File: src/rtl/rtmr_pkg.sv
package rtmr_pkg;

    typedef enum logic [0:0] {
        ST_LOAD  = 1'b0,
        ST_COUNT = 1'b1
    } tmr_state_e;

    localparam int CSR_ADDR    = 0;
    localparam int RESTART_BIT = 0;
    localparam int TC_BIT      = 1;

    function automatic int byte_count(input int width);
        return (width + 7) / 8;
    endfunction

    // Mask of the preset bits that exist inside byte idx of a width-bit value
    function automatic logic [7:0] byte_mask(input int width, input int idx);
        logic [7:0] m;
        for (int b = 0; b < 8; b++) begin
            m[b] = ((8 * idx + b) < width);
        end
        return m;
    endfunction

endpackage

File: src/rtl/tmr_core.sv
module tmr_core
    import rtmr_pkg::*;
#(
    parameter int CNT_W = 16
) (
    input  logic             clk,
    input  logic             rst_n,
    input  logic             tick,
    input  logic             restart,
    input  logic [CNT_W-1:0] preset,
    output logic [CNT_W-1:0] count,
    output tmr_state_e       state,
    output logic             tc_event
);

    tmr_state_e       nxt_state;
    logic [CNT_W-1:0] nxt_count;
    logic             do_load;

    // state and counter register
    always_ff @(posedge clk or negedge rst_n) begin
        if (!rst_n) begin
            state <= ST_LOAD;
            count <= '0;
        end else begin
            state <= nxt_state;
            count <= nxt_count;
        end
    end

    // next state, next count and terminal-count event
    always_comb begin
        nxt_state = state;
        nxt_count = count;
        do_load   = 1'b0;
        if (tick) begin
            unique case (state)
                ST_LOAD: begin
                    do_load = 1'b1;
                end
                ST_COUNT: begin
                    if (restart) begin
                        do_load = 1'b1;
                    end else begin
                        nxt_count = count - CNT_W'(1);
                        if (count == CNT_W'(1)) begin
                            nxt_state = ST_LOAD;
                        end
                    end
                end
                default: begin
                    do_load = 1'b1;
                end
            endcase
            if (do_load) begin
                nxt_count = preset;
                nxt_state = (preset == '0) ? ST_LOAD : ST_COUNT;
            end
        end
        tc_event = tick && (nxt_count == '0);
    end

endmodule

File: src/rtl/tmr_csr.sv
module tmr_csr
    import rtmr_pkg::*;
#(
    parameter int             CNT_W      = 16,
    parameter int             NB         = 2,
    parameter logic [CNT_W-1:0] PRESET_RST = CNT_W'(15)
) (
    input  logic            clk,
    input  logic            rst_n,
    input  logic            csr_wr,
    input  logic            csr_rd,
    input  logic [7:0]      wdata,
    input  logic [NB-1:0]   preset_wr,
    input  logic            tick,
    input  logic            tc_event,
    output logic            restart_pend,
    output logic            tc_flag,
    output logic            tc_pulse,
    output logic [NB*8-1:0] preset_q
);

    localparam int PW = NB * 8;

    logic set_req;

    assign set_req = csr_wr && wdata[RESTART_BIT];

    // restart request: set by a write of 1, consumed by the next tick
    always_ff @(posedge clk or negedge rst_n) begin
        if (!rst_n) begin
            restart_pend <= 1'b0;
        end else begin
            restart_pend <= (restart_pend && !tick) || set_req;
        end
    end

    // terminal-count flag: a new event outranks a clearing read
    always_ff @(posedge clk or negedge rst_n) begin
        if (!rst_n) begin
            tc_flag  <= 1'b0;
            tc_pulse <= 1'b0;
        end else begin
            tc_pulse <= tc_event;
            if (tc_event) begin
                tc_flag <= 1'b1;
            end else if (csr_rd) begin
                tc_flag <= 1'b0;
            end
        end
    end

    // preset bytes, with bits beyond CNT_W held at zero
    always_ff @(posedge clk or negedge rst_n) begin
        if (!rst_n) begin
            preset_q <= PW'(PRESET_RST);
        end else begin
            for (int i = 0; i < NB; i++) begin
                if (preset_wr[i]) begin
                    preset_q[i*8 +: 8] <= wdata & byte_mask(CNT_W, i);
                end
            end
        end
    end

endmodule

File: src/rtl/tmr_bus.sv
module tmr_bus
    import rtmr_pkg::*;
#(
    parameter int CNT_W  = 16,
    parameter int NB     = 2,
    parameter int ADDR_W = 3
) (
    input  logic [ADDR_W-1:0] addr,
    input  logic              wr,
    input  logic              rd,
    input  logic              restart_pend,
    input  logic              tc_flag,
    input  logic [NB*8-1:0]   preset_q,
    input  logic [CNT_W-1:0]  count,
    output logic              csr_wr,
    output logic              csr_rd,
    output logic [NB-1:0]     preset_wr,
    output logic [7:0]        rdata
);

    localparam int PBASE = 1;
    localparam int CBASE = 1 + NB;

    logic [NB*8-1:0] cnt_pad;
    logic            hit_csr;

    assign cnt_pad = (NB*8)'(count);
    assign hit_csr = (addr == ADDR_W'(CSR_ADDR));
    assign csr_wr  = wr && hit_csr;
    assign csr_rd  = rd && hit_csr;

    genvar g;
    generate
        for (g = 0; g < NB; g++) begin : g_pwr
            assign preset_wr[g] = wr && (addr == ADDR_W'(PBASE + g));
        end
    endgenerate

    always_comb begin
        rdata = 8'h00;
        if (rd) begin
            if (hit_csr) begin
                rdata[RESTART_BIT] = restart_pend;
                rdata[TC_BIT]      = tc_flag;
            end
            for (int i = 0; i < NB; i++) begin
                if (addr == ADDR_W'(PBASE + i)) begin
                    rdata = preset_q[i*8 +: 8];
                end
                if (addr == ADDR_W'(CBASE + i)) begin
                    rdata = cnt_pad[i*8 +: 8];
                end
            end
        end
    end

endmodule

File: src/rtl/retrig_timer.sv
module retrig_timer
    import rtmr_pkg::*;
#(
    parameter int               CNT_W      = 16,
    parameter int               ADDR_W     = 3,
    parameter logic [CNT_W-1:0] PRESET_RST = CNT_W'(15)
) (
    input  logic              clk,
    input  logic              rst_n,
    input  logic              tick,
    input  logic [ADDR_W-1:0] bus_addr,
    input  logic              bus_wr,
    input  logic              bus_rd,
    input  logic [7:0]        bus_wdata,
    output logic [7:0]        bus_rdata,
    output logic              tc_pulse
);

    localparam int NB = byte_count(CNT_W);

    logic [CNT_W-1:0] count_w;
    logic [CNT_W-1:0] preset_w;
    logic [NB*8-1:0]  preset_q_w;
    tmr_state_e       state_w;
    logic             tc_event_w;
    logic             restart_w;
    logic             tc_flag_w;
    logic             csr_wr_w;
    logic             csr_rd_w;
    logic [NB-1:0]    preset_wr_w;

    assign preset_w = preset_q_w[CNT_W-1:0];

    tmr_core #(.CNT_W(CNT_W)) u_core (
        .clk      (clk),
        .rst_n    (rst_n),
        .tick     (tick),
        .restart  (restart_w),
        .preset   (preset_w),
        .count    (count_w),
        .state    (state_w),
        .tc_event (tc_event_w)
    );

    tmr_csr #(.CNT_W(CNT_W), .NB(NB), .PRESET_RST(PRESET_RST)) u_csr (
        .clk          (clk),
        .rst_n        (rst_n),
        .csr_wr       (csr_wr_w),
        .csr_rd       (csr_rd_w),
        .wdata        (bus_wdata),
        .preset_wr    (preset_wr_w),
        .tick         (tick),
        .tc_event     (tc_event_w),
        .restart_pend (restart_w),
        .tc_flag      (tc_flag_w),
        .tc_pulse     (tc_pulse),
        .preset_q     (preset_q_w)
    );

    tmr_bus #(.CNT_W(CNT_W), .NB(NB), .ADDR_W(ADDR_W)) u_bus (
        .addr         (bus_addr),
        .wr           (bus_wr),
        .rd           (bus_rd),
        .restart_pend (restart_w),
        .tc_flag      (tc_flag_w),
        .preset_q     (preset_q_w),
        .count        (count_w),
        .csr_wr       (csr_wr_w),
        .csr_rd       (csr_rd_w),
        .preset_wr    (preset_wr_w),
        .rdata        (bus_rdata)
    );

endmodule

File: config.mk
export PLATFORM = sky130hd
export DESIGN_NAME = retrig_timer
export DESIGN_NICKNAME = d
export VERILOG_FILES = /design/src/rtl/rtmr_pkg.sv /design/src/rtl/tmr_core.sv /design/src/rtl/tmr_csr.sv /design/src/rtl/tmr_bus.sv /design/src/rtl/retrig_timer.sv
export SDC_FILE = /design/constraint.sdc
export NUM_CORES = 1
export LEC_CHECK = 0
export ABC_AREA = 0
export ABC_CLOCK_PERIOD_IN_PS = 3790
export BUFFER_PORTS_ARGS = -buffer_cell sky130_fd_sc_hd__buf_2
export CAP_MARGIN = 5
export CORE_MARGIN = 1
export CORE_UTILIZATION = 45
export DETAILED_ROUTE_END_ITERATION = 10
export HOLD_SLACK_MARGIN = 0.08
export SETUP_SLACK_MARGIN = 0.02
export SLEW_MARGIN = 20
export SYNTH_ARGS = -nofsm -noshare
export SYNTH_HDL_FRONTEND = slang
export SYNTH_SLANG_ARGS = --single-unit
File: constraint.sdc
create_clock -name clk -period 3.79 [get_ports clk]
set_input_delay 0.5685 -clock clk [delete_from_list [all_inputs] [get_ports clk]]
set_output_delay 0.5685 -clock clk [all_outputs]
set_load 0.05 [all_outputs]
==> results of run 1 <==
-- flip-flops by register name, summed over array words and instances, names as in the netlist --
name	count
u_csr.tc_flag	1
u_core.state	1
u_csr.preset_q	16
u_csr.restart_pend	1
u_core.count	16
u_csr.tc_pulse	1
-- layout make-up --
class,count,area (µm²)
Clock buffer,7,86.3
Clock inverter,1,7.51
Fill cell,494,2470
Inverter,10,37.5
Multi-Input combinational cell,198,1350
Sequential cell,36,906
Tap cell,70,87.6
Timing Repair Buffer,29,158
-- cell usage after synthesis (4+ instances only) --
cell type / count
a21oi_1: 6
a22oi_1: 8
and2_1: 7
clkbuf_1: 19
dfrtp_1: 32
dfstp_2: 4
inv_1: 10
mux2_2: 18
nand2_1: 19
nand2b_1: 4
nand3_1: 11
nand4_1: 6
nor2_1: 11
nor2b_1: 4
nor3_1: 9
nor4_1: 8
o21ai_0: 26
or4_1: 5
-- layer usage --
layer  track usage  vias to the layer above
li1              -                     1017
met1         0.366                     1076
met2         0.412                      121
met3        0.0643                       14
met4        0.0818                        0
met5             0                        -
-- through the flow --
stage          utilization  hold WS, ns  worst slack, ns  power, mW
3_5_place_dp         0.498        0.522            0.896       1.09
5_1_grt              0.516        0.436            0.748       1.47
2_1_floorplan            -        0.273            0.817      0.948
6_report             0.516        0.360            0.886       1.39
4_1_cts              0.516        0.389            0.887       1.39
3_3_place_gp         0.498        0.517            0.976       1.09
-- kinds of logic after synthesis --
group,Yosys count
AND/OR/NAND/NOR,101
AO/OA/AOI/OAI,70
flip-flops,36
buffers and inverters,31
multiplexers,22
XOR/XNOR,3
adder cells (fa/ha/maj),2
-- where the power goes --
group	total, mW	internal, mW	switching [mW]
Sequential	0.653	0.484	0.169
Clock	0.291	0.148	0.144
Combinational	0.445	0.195	0.250
-- worst max-delay path by stage --
stage,from,to,slack [ns],depth (start not counted)
2_1_floorplan,bus_addr[1],bus_rdata[0],0.82,4
3_3_place_gp,u_core.count[0],u_csr.tc_pulse,0.98,7
3_5_place_dp,u_core.count[0],u_csr.tc_pulse,0.90,7
4_1_cts,u_core.count[0],u_csr.tc_pulse,0.89,7
5_1_grt,u_core.count[0],u_csr.tc_pulse,0.75,7
6_report,u_core.count[0],u_csr.tc_pulse,0.89,7
==> results, run 1 <==
- The run finished with clean final reports.
- The count of mapped cells out of synthesis is around 270.
- The initial antenna violation count was 0.
- The remaining design rule violation count is 0.
- At the worst endpoint, the required time is 3.99 ns.
- In the global route stage, overall resource usage came out at 0.266.
- TritonCTS built the clock tree.
- Of all flip-flops after synthesis, the portion carrying an async set or reset was 1.00.
- The slowest stage of the critical path is the or4_4 cell.
- The largest buffer count on any clock path is 2.
- The flop and latch count out of synthesis is 36.
- The most frequently used flop master after synthesis is dfrtp_1.
- Clock tree synthesis inserted a total of 5 buffers.
- In this run, synthesis inferred 0 flip-flops with an integrated enable.
- The number of buffer and inverter instances along the worst setup path is 1.
- The setup TNS is 0 ns.
- The post-CTS repair timing setup buffer count is 0.
- The commonest non-fill, non-tap cell in the layout is dfrtp_1.
- The number of gates given a new drive strength after cts is 0.
- The floorplan die area is roughly 5600 µm².
- Of the total synthesized cell area, the portion taken by XOR and XNOR cells is 0.0110.
- The hold violation count in the final report is 0.
- The clock sink count is 36.
- Of the synthesized area, sequential elements account for 0.380.
- The placed instance area is roughly 2500 µm².
- The worst stage delay on the critical path is roughly 0.54 ns.
- Wire segments on met2 add up to approximately 3200 µm in the final route.
- In the final layout, the share of cells above drive strength 1 is 0.231.
- Dividing the synthesized area by the synthesized cell count gives around 9.0 µm².
- For this configuration, the core starts out at a cell density of 0.467.
- The Yosys step of the flow raised 0 warnings.
- The placeable core region is 5110 µm².
- The repair_antennas step left the layout with diodes totalling 0.
- The cell at the root of the clock tree is clkbuf_8.
- The cell leakage power is between 1 and 1.5 nW.
- The first-pass GRT wire length is between 10000 and 15000 µm.
- For this run, the top clock speed supported by timing is about 340 MHz.
- The number of distinct library cells after synthesis is 54.
- For this run, the detailed router's first-pass iteration total came to 6.
- The portion of the clock cycle consumed by the worst path in the final layout is 0.766.
- The kind of end point of the critical path is a flop.
- From synthesis to final layout, the design area changed by 10.5%.
- Leaving out fill and tap cells, the most frequent cells in the layout are 32 x dfrtp_1, 26 x o21ai_0, 24 x buf_2.
- The total count of max-transition violations in the final report is 0.
- The highest layer used for signal routing is met4.
- Detailed routing placed a total of ~590 µm of wire on met3.
- The average routed wire per standard cell is just under 20 µm.
- Counting cells, the worst reg-to-reg path comes to 7.
- The multiplexer share of the synthesized area is 0.112.
- Once detailed placement completed, the half-perimeter wirelength came to 4910 µm.
- The startpoint identified for the worst register-to-register timing path is u_core.count[0].
- The count of standard-cell rows is 26.
- The post-cts hold buffer count is 0.
- In this run, the number of DRC markers left after iteration 0 of detailed routing was about 350.
- The count of placed standard cells including taps is ~340.
- Of the total synthesized cell area, the portion taken by AND, OR, NAND and NOR gates is 0.239.
- For this block, the routed nets add up to 6780 µm of wire.
- The adder-cell area share of the yosys netlist is 0.0105.
- The complex-gate fraction of the synthesized area was 0.195.
- The detailed router put a total of roughly 2900 µm of wire on met1.
- Clock-pin slew was measured on the worst setup and hold paths at roughly 0.08 ns.
- The setup clock skew after layout is 0.00843 ns.
- Across the run, the number of max-cap violations was 0.
- The capture point of the worst reg-to-reg path is u_csr.tc_pulse.
- The H-tree was split into 2 levels.
- IR analysis of the VDD net gives a maximum drop of 273 µV.
- At the worst endpoint, the arrival time is between 3 and 4 ns.
- In this run the tool buffered the top-level ports with 24 buffer cells.
- The mapped cell area is 2380 µm².
- The final-stage net count is around 300.
- The category of the worst setup path launch point is a flop.
- At the end of routability-driven placement, the weighted congestion stood at 0.889.
- The via density per instance is around 6.3.
- The die is roughly 75 µm wide.
- The remaining global-route overflow is 0.
- Yosys attributes the largest share of cell area to dfrtp_1 34%, mux2_2 8.5%, o21ai_0 5.5%.
- The path class of the lowest-slack min-delay path is in2async.
- The kind of cell adding the most delay to the critical path is simple AND/OR/NAND/NOR gates.
- The number of top-level pins is 25.
- At the later pin of the worst-skew pair, clock insertion delay measures roughly 0.29 ns.
- The final cell count without fillers is roughly 350.
- The largest family of logic cells by synthesized area is simple AND/OR/NAND/NOR gates.
- At the pin with the least slew margin, the transition time is a little over 0.8 ns.
- In this run the remaining antenna-violating nets after routing total 0.
- The power per unit of standard cell area is roughly 530 nW/µm².
- Setup repair after global routing left no endpoint under its margin.
- The final critical path time including I/O delays and setup is between 2 and 3 ns.
- The final design instance area without fill is roughly 2600 µm².
- The die is around 75 µm tall.
- The type of the worst setup path is reg2reg.
- The number of global-route vias before repair is 2091.
- When the netlist entered floorplanning its net count stood at ~280.
- Entering global routing, the biggest net connects 37 pins.
- Walking the worst path, the cells encountered are inv_1, ha_1, or3b_1, o311a_1, a311o_1, or4_4, nor4_2.
- Setup violations remaining at the end of the flow were counted as 0.
- The synthesized design spends more area on one cell type than any other, namely dfrtp_1.
- The setup slack on the worst flop-to-flop path is between 0.8 and 0.9 ns.
- The highest fanout seen on the critical path is 7.
- Headroom to the max-slew limit came out at 0.463.
- The share of the synthesized area in the top cell type is 0.336.
- Detailed routing inserted a total of roughly 2200 vias.
Power figures use the tool's default switching activity.
==> run 2: changes to the inputs <==
--- a/config.mk
+++ b/config.mk
@@ -6,13 +6,14 @@
 export NUM_CORES = 1
 export LEC_CHECK = 0
 export ABC_AREA = 0
-export ABC_CLOCK_PERIOD_IN_PS = 3790
+export ABC_CLOCK_PERIOD_IN_PS = 2600
 export BUFFER_PORTS_ARGS = -buffer_cell sky130_fd_sc_hd__buf_2
 export CAP_MARGIN = 5
 export CORE_MARGIN = 1
 export CORE_UTILIZATION = 45
 export DETAILED_ROUTE_END_ITERATION = 10
 export HOLD_SLACK_MARGIN = 0.08
+export PLACE_DENSITY = 0.66
 export SETUP_SLACK_MARGIN = 0.02
 export SLEW_MARGIN = 20
 export SYNTH_ARGS = -nofsm -noshare
==> constraint.sdc (replaced) <==
create_clock -name clk -period 2.6 [get_ports clk]
set_input_delay 0.39 -clock clk [delete_from_list [all_inputs] [get_ports clk]]
set_output_delay 0.39 -clock clk [all_outputs]
set_load 0.05 [all_outputs]
==> results, run 2 (synthesized netlist as in run 1, its figures left out) <==
- The flow ran to the end, and the final reports show no timing, DRC or antenna violations.
- The setup slack of the critical path after layout came to 0.0924 ns (-0.793 ns).
- The largest net degree at the start of global routing is 37 (unchanged).
- The total vias in the final route is 2284 (+2.5%).
- The number of nets still failing antenna checks after routing was 0 (unchanged).
- The largest registers in the layout are u_core.count (16), u_csr.preset_q (16).
- The fraction of final layout cells with drive strength greater than 1 was 0.303 (+0.0720).
- The floorplan die height came to 74.8 µm (unchanged).
- The transition time at the pin with the least slew margin came to 0.795 ns (-0.00935 ns).
- The via density per instance came to 6.17 (-2.8%).
- The fraction of met2 tracks used by global routing is 0.414 (+0.00200).
- The worst register-to-register path begins at u_core.count[1].
- The power spent charging and discharging nets is 0.872 mW (+55%).
- The final critical path time including I/O delays and setup was 2.51 ns (-0.397 ns).
- The TritonCTS clock tree is built.
- The die width is 74.8 µm (unchanged).
- The setup TNS is 0 ns (unchanged).
- The clock-pin slew of the registers on the worst-case setup and hold paths is 0.08 ns (about the same).
- The setup slack at placement is 0.0104 ns (-0.886 ns).
- The final cell count without fillers was 370 (+5.4%).
- The endpoint identified for the worst register-to-register timing path is u_csr.tc_pulse.
- The number of cells on the worst reg-to-reg path is 7 (unchanged).
- The layer with the highest usage is met2.
- The setup-violating endpoint count in the final report was 0 (unchanged).
- The worst path arrival time is 2.72 ns (-0.39 ns).
- The first-pass GRT wire length is 11000 µm (+0.76%).
- The number of top-level pins is 25 (unchanged).
- The starting density of the core is 0.467 (unchanged).
- The power share of the combinational group came to 0.392 (+0.072).
- The remaining design rule violation count is 0 (unchanged).
- The remaining global-route overflow is 0 (unchanged).
- The detailed-placement wirelength estimate is 4920 µm (+0.23%).
- The global-route met3 utilization is 0.0589 (-0.00535).
- The placer congestion estimate came to 0.923 (+3.7%).
- The floorplan die area came to 5590 µm² (unchanged).
- The setup slack on the worst flop-to-flop path came to 0.09 ns (-0.79 ns).
- The minimum hold slack is 0.174 ns (-0.186 ns).
- The number of global-route vias before repair was 2131 (+1.9%).
- The worst IR drop on VDD was 389 µV (+42%).
- The final-layout fill cell count is 483 (-2.2%).
- The maximum clock rate is 399 MHz (+16%).
- The final wirelength is 6700 µm (-1.2%).
- The fraction of power spent switching nets came to 0.383 (-0.0215).
- The portion of total power attributed to the clock network is 0.219 (+0.009).
- STA classifies the critical path endpoint as a flop.
- The worst slew margin relative to its limit is 0.470 (+0.00623).
- The multi-input logic area was 1400 µm² (+3.1%).
- The total count of max-transition violations in the final report is 0 (unchanged).
- The count of placed standard cells including taps came to 358 (+4.4%).
- The hold violation count in the final report was 0 (unchanged).
- The routing usage on met1 is 0.366 (-0.000429).
- The cell leakage power is 1.19 nW (+12%).
- The global router's overall resource usage came to 0.266 (+0.000850).
- The area of all sequential standard cells is 906 µm² (unchanged).
- The power per unit of standard cell area was 801 nW/µm² (+52%).
- The number of port buffers is 24 (unchanged).
- Leaving out fill and tap cells, the most frequent cell in the layout is dfrtp_1.
- STA classifies the critical path startpoint as a flop.
- The critical path in this run is classified as reg2reg.
- The total internal power came to 1.40 mW (+70%).
- The violation count after the first detailed-routing iteration is 312 (-11%).
- The portion of the clock cycle consumed by the worst path in the final layout came to 0.964 (+0.198).
- The top cell types in the final layout, fill and taps aside, are 32 x dfrtp_1, 26 x o21ai_0, 24 x buf_2, 24 x buf_4, 19 x nand2_1.
- The path class of the tightest hold or removal check is in2async.
- The H-tree depth is 2 (unchanged).
- The highest fanout seen on the critical path came to 5 (-2).
- The required arrival time at the worst endpoint is 2.81 ns (-1.18 ns).
- The count of standard-cell rows is 26 (unchanged).
- The clock sink count came to 36 (unchanged).
- The largest buffer count on any clock path came to 2 (unchanged).
- The final-stage net count is 317 (+6.4%).
- The CTS buffer count is 5 (unchanged).
- The placeable core region was 5110 µm² (unchanged).
- The initial antenna violation count is 0 (unchanged).
- The max capacitance violation total is 0 (unchanged).
- Setup repair after global routing left no endpoint under its margin.
- The average routed wire per standard cell is 18.1 µm (-6.2%).
- The worst-skew pair later-pin latency is 0.30 ns (about the same).
- The setup clock skew after layout is 0.0102 ns (+0.00180 ns).
- The first-pass detailed-route iteration total is 5 (-1).
- The register share of total power is 0.388 (-0.082).
- In this run the clock root is driven by a clkbuf_8.
- From synthesis to final layout, the design area changed by 19.0%.
- The total inserted antenna cells is 0 (unchanged).
run 2: changes by cell type in the layout (fill, tap and decap cells not counted), sizes merged:
cell and change:
clkinv +1, bufinv +1, clkbuf -2, buf +19
run 2: timing repair:
action | 4_1_cts | 5_1_grt
setup buffers | 0 | 4
pin swaps | 0 | 7
setup endpoints to repair | 1 | 2
hold buffers | 0 | 0
gates resized for setup | 1 | 6
run 2: how the worst max path moves through the flow:
stage / cells after the start / endpoint / from / slack, ns
after global routing: 7 / u_csr.tc_pulse / u_core.count[1] / 0.02
after floorplan: 8 / u_csr.tc_pulse / u_core.count[0] / -0.009
after detailed placement: 7 / u_csr.tc_pulse / u_core.count[1] / 0.01
after global placement: 7 / u_csr.tc_pulse / u_core.count[1] / 0.06
after CTS: 7 / u_csr.tc_pulse / u_core.count[1] / 0.03
final: 7 / u_csr.tc_pulse / u_core.count[1] / 0.09
run 2: per-layer routing:
| layer | part of all wire | vias to the layer above |
|---|---|---|
| met2 | 0.46 | 113 |
| met5 | 0 | - |
| met3 | 0.076 | 26 |
| met4 | 0.024 | 0 |
| met1 | 0.44 | 1090 |
| li1 | - | 1055 |
run 2: layout make-up:
cell class / count / share of cell area
Multi-Input combinational cell: 198 / 0.492
Clock buffer: 5 / 0.0242
Tap cell: 70 / 0.0309
Sequential cell: 36 / 0.319
Timing Repair Buffer: 48 / 0.106
Clock inverter: 3 / 0.0150
Inverter: 10 / 0.0132
run 2: critical path: stages, from the launching register on:
cell and delay (ns):
dfrtp_1 0.40, inv_2 0.09, ha_4 0.15, or3b_4 0.39
o311a_1 0.35, a311o_1 0.36, or4_4 0.44, nor4_4 0.24
run 2: power groups by stage:
stage          registers, mW  clock network [mW]  logic [mW]
2_1_floorplan          0.819                   0       0.575
3_3_place_gp           0.885                   0       0.809
3_5_place_dp           0.884                   0       0.813
4_1_cts                0.875               0.510       0.817
5_1_grt                0.903               0.533       0.978
6_report               0.884               0.499       0.892
run 2: per-stage QoR:
stage	instance area, µm²	util	total power, mW
2_1_floorplan	2400	-	1.39
3_3_place_gp	2670	0.522	1.69
3_5_place_dp	2670	0.522	1.70
4_1_cts	2780	0.544	2.20
5_1_grt	2840	0.556	2.41
6_report	2840	0.556	2.27
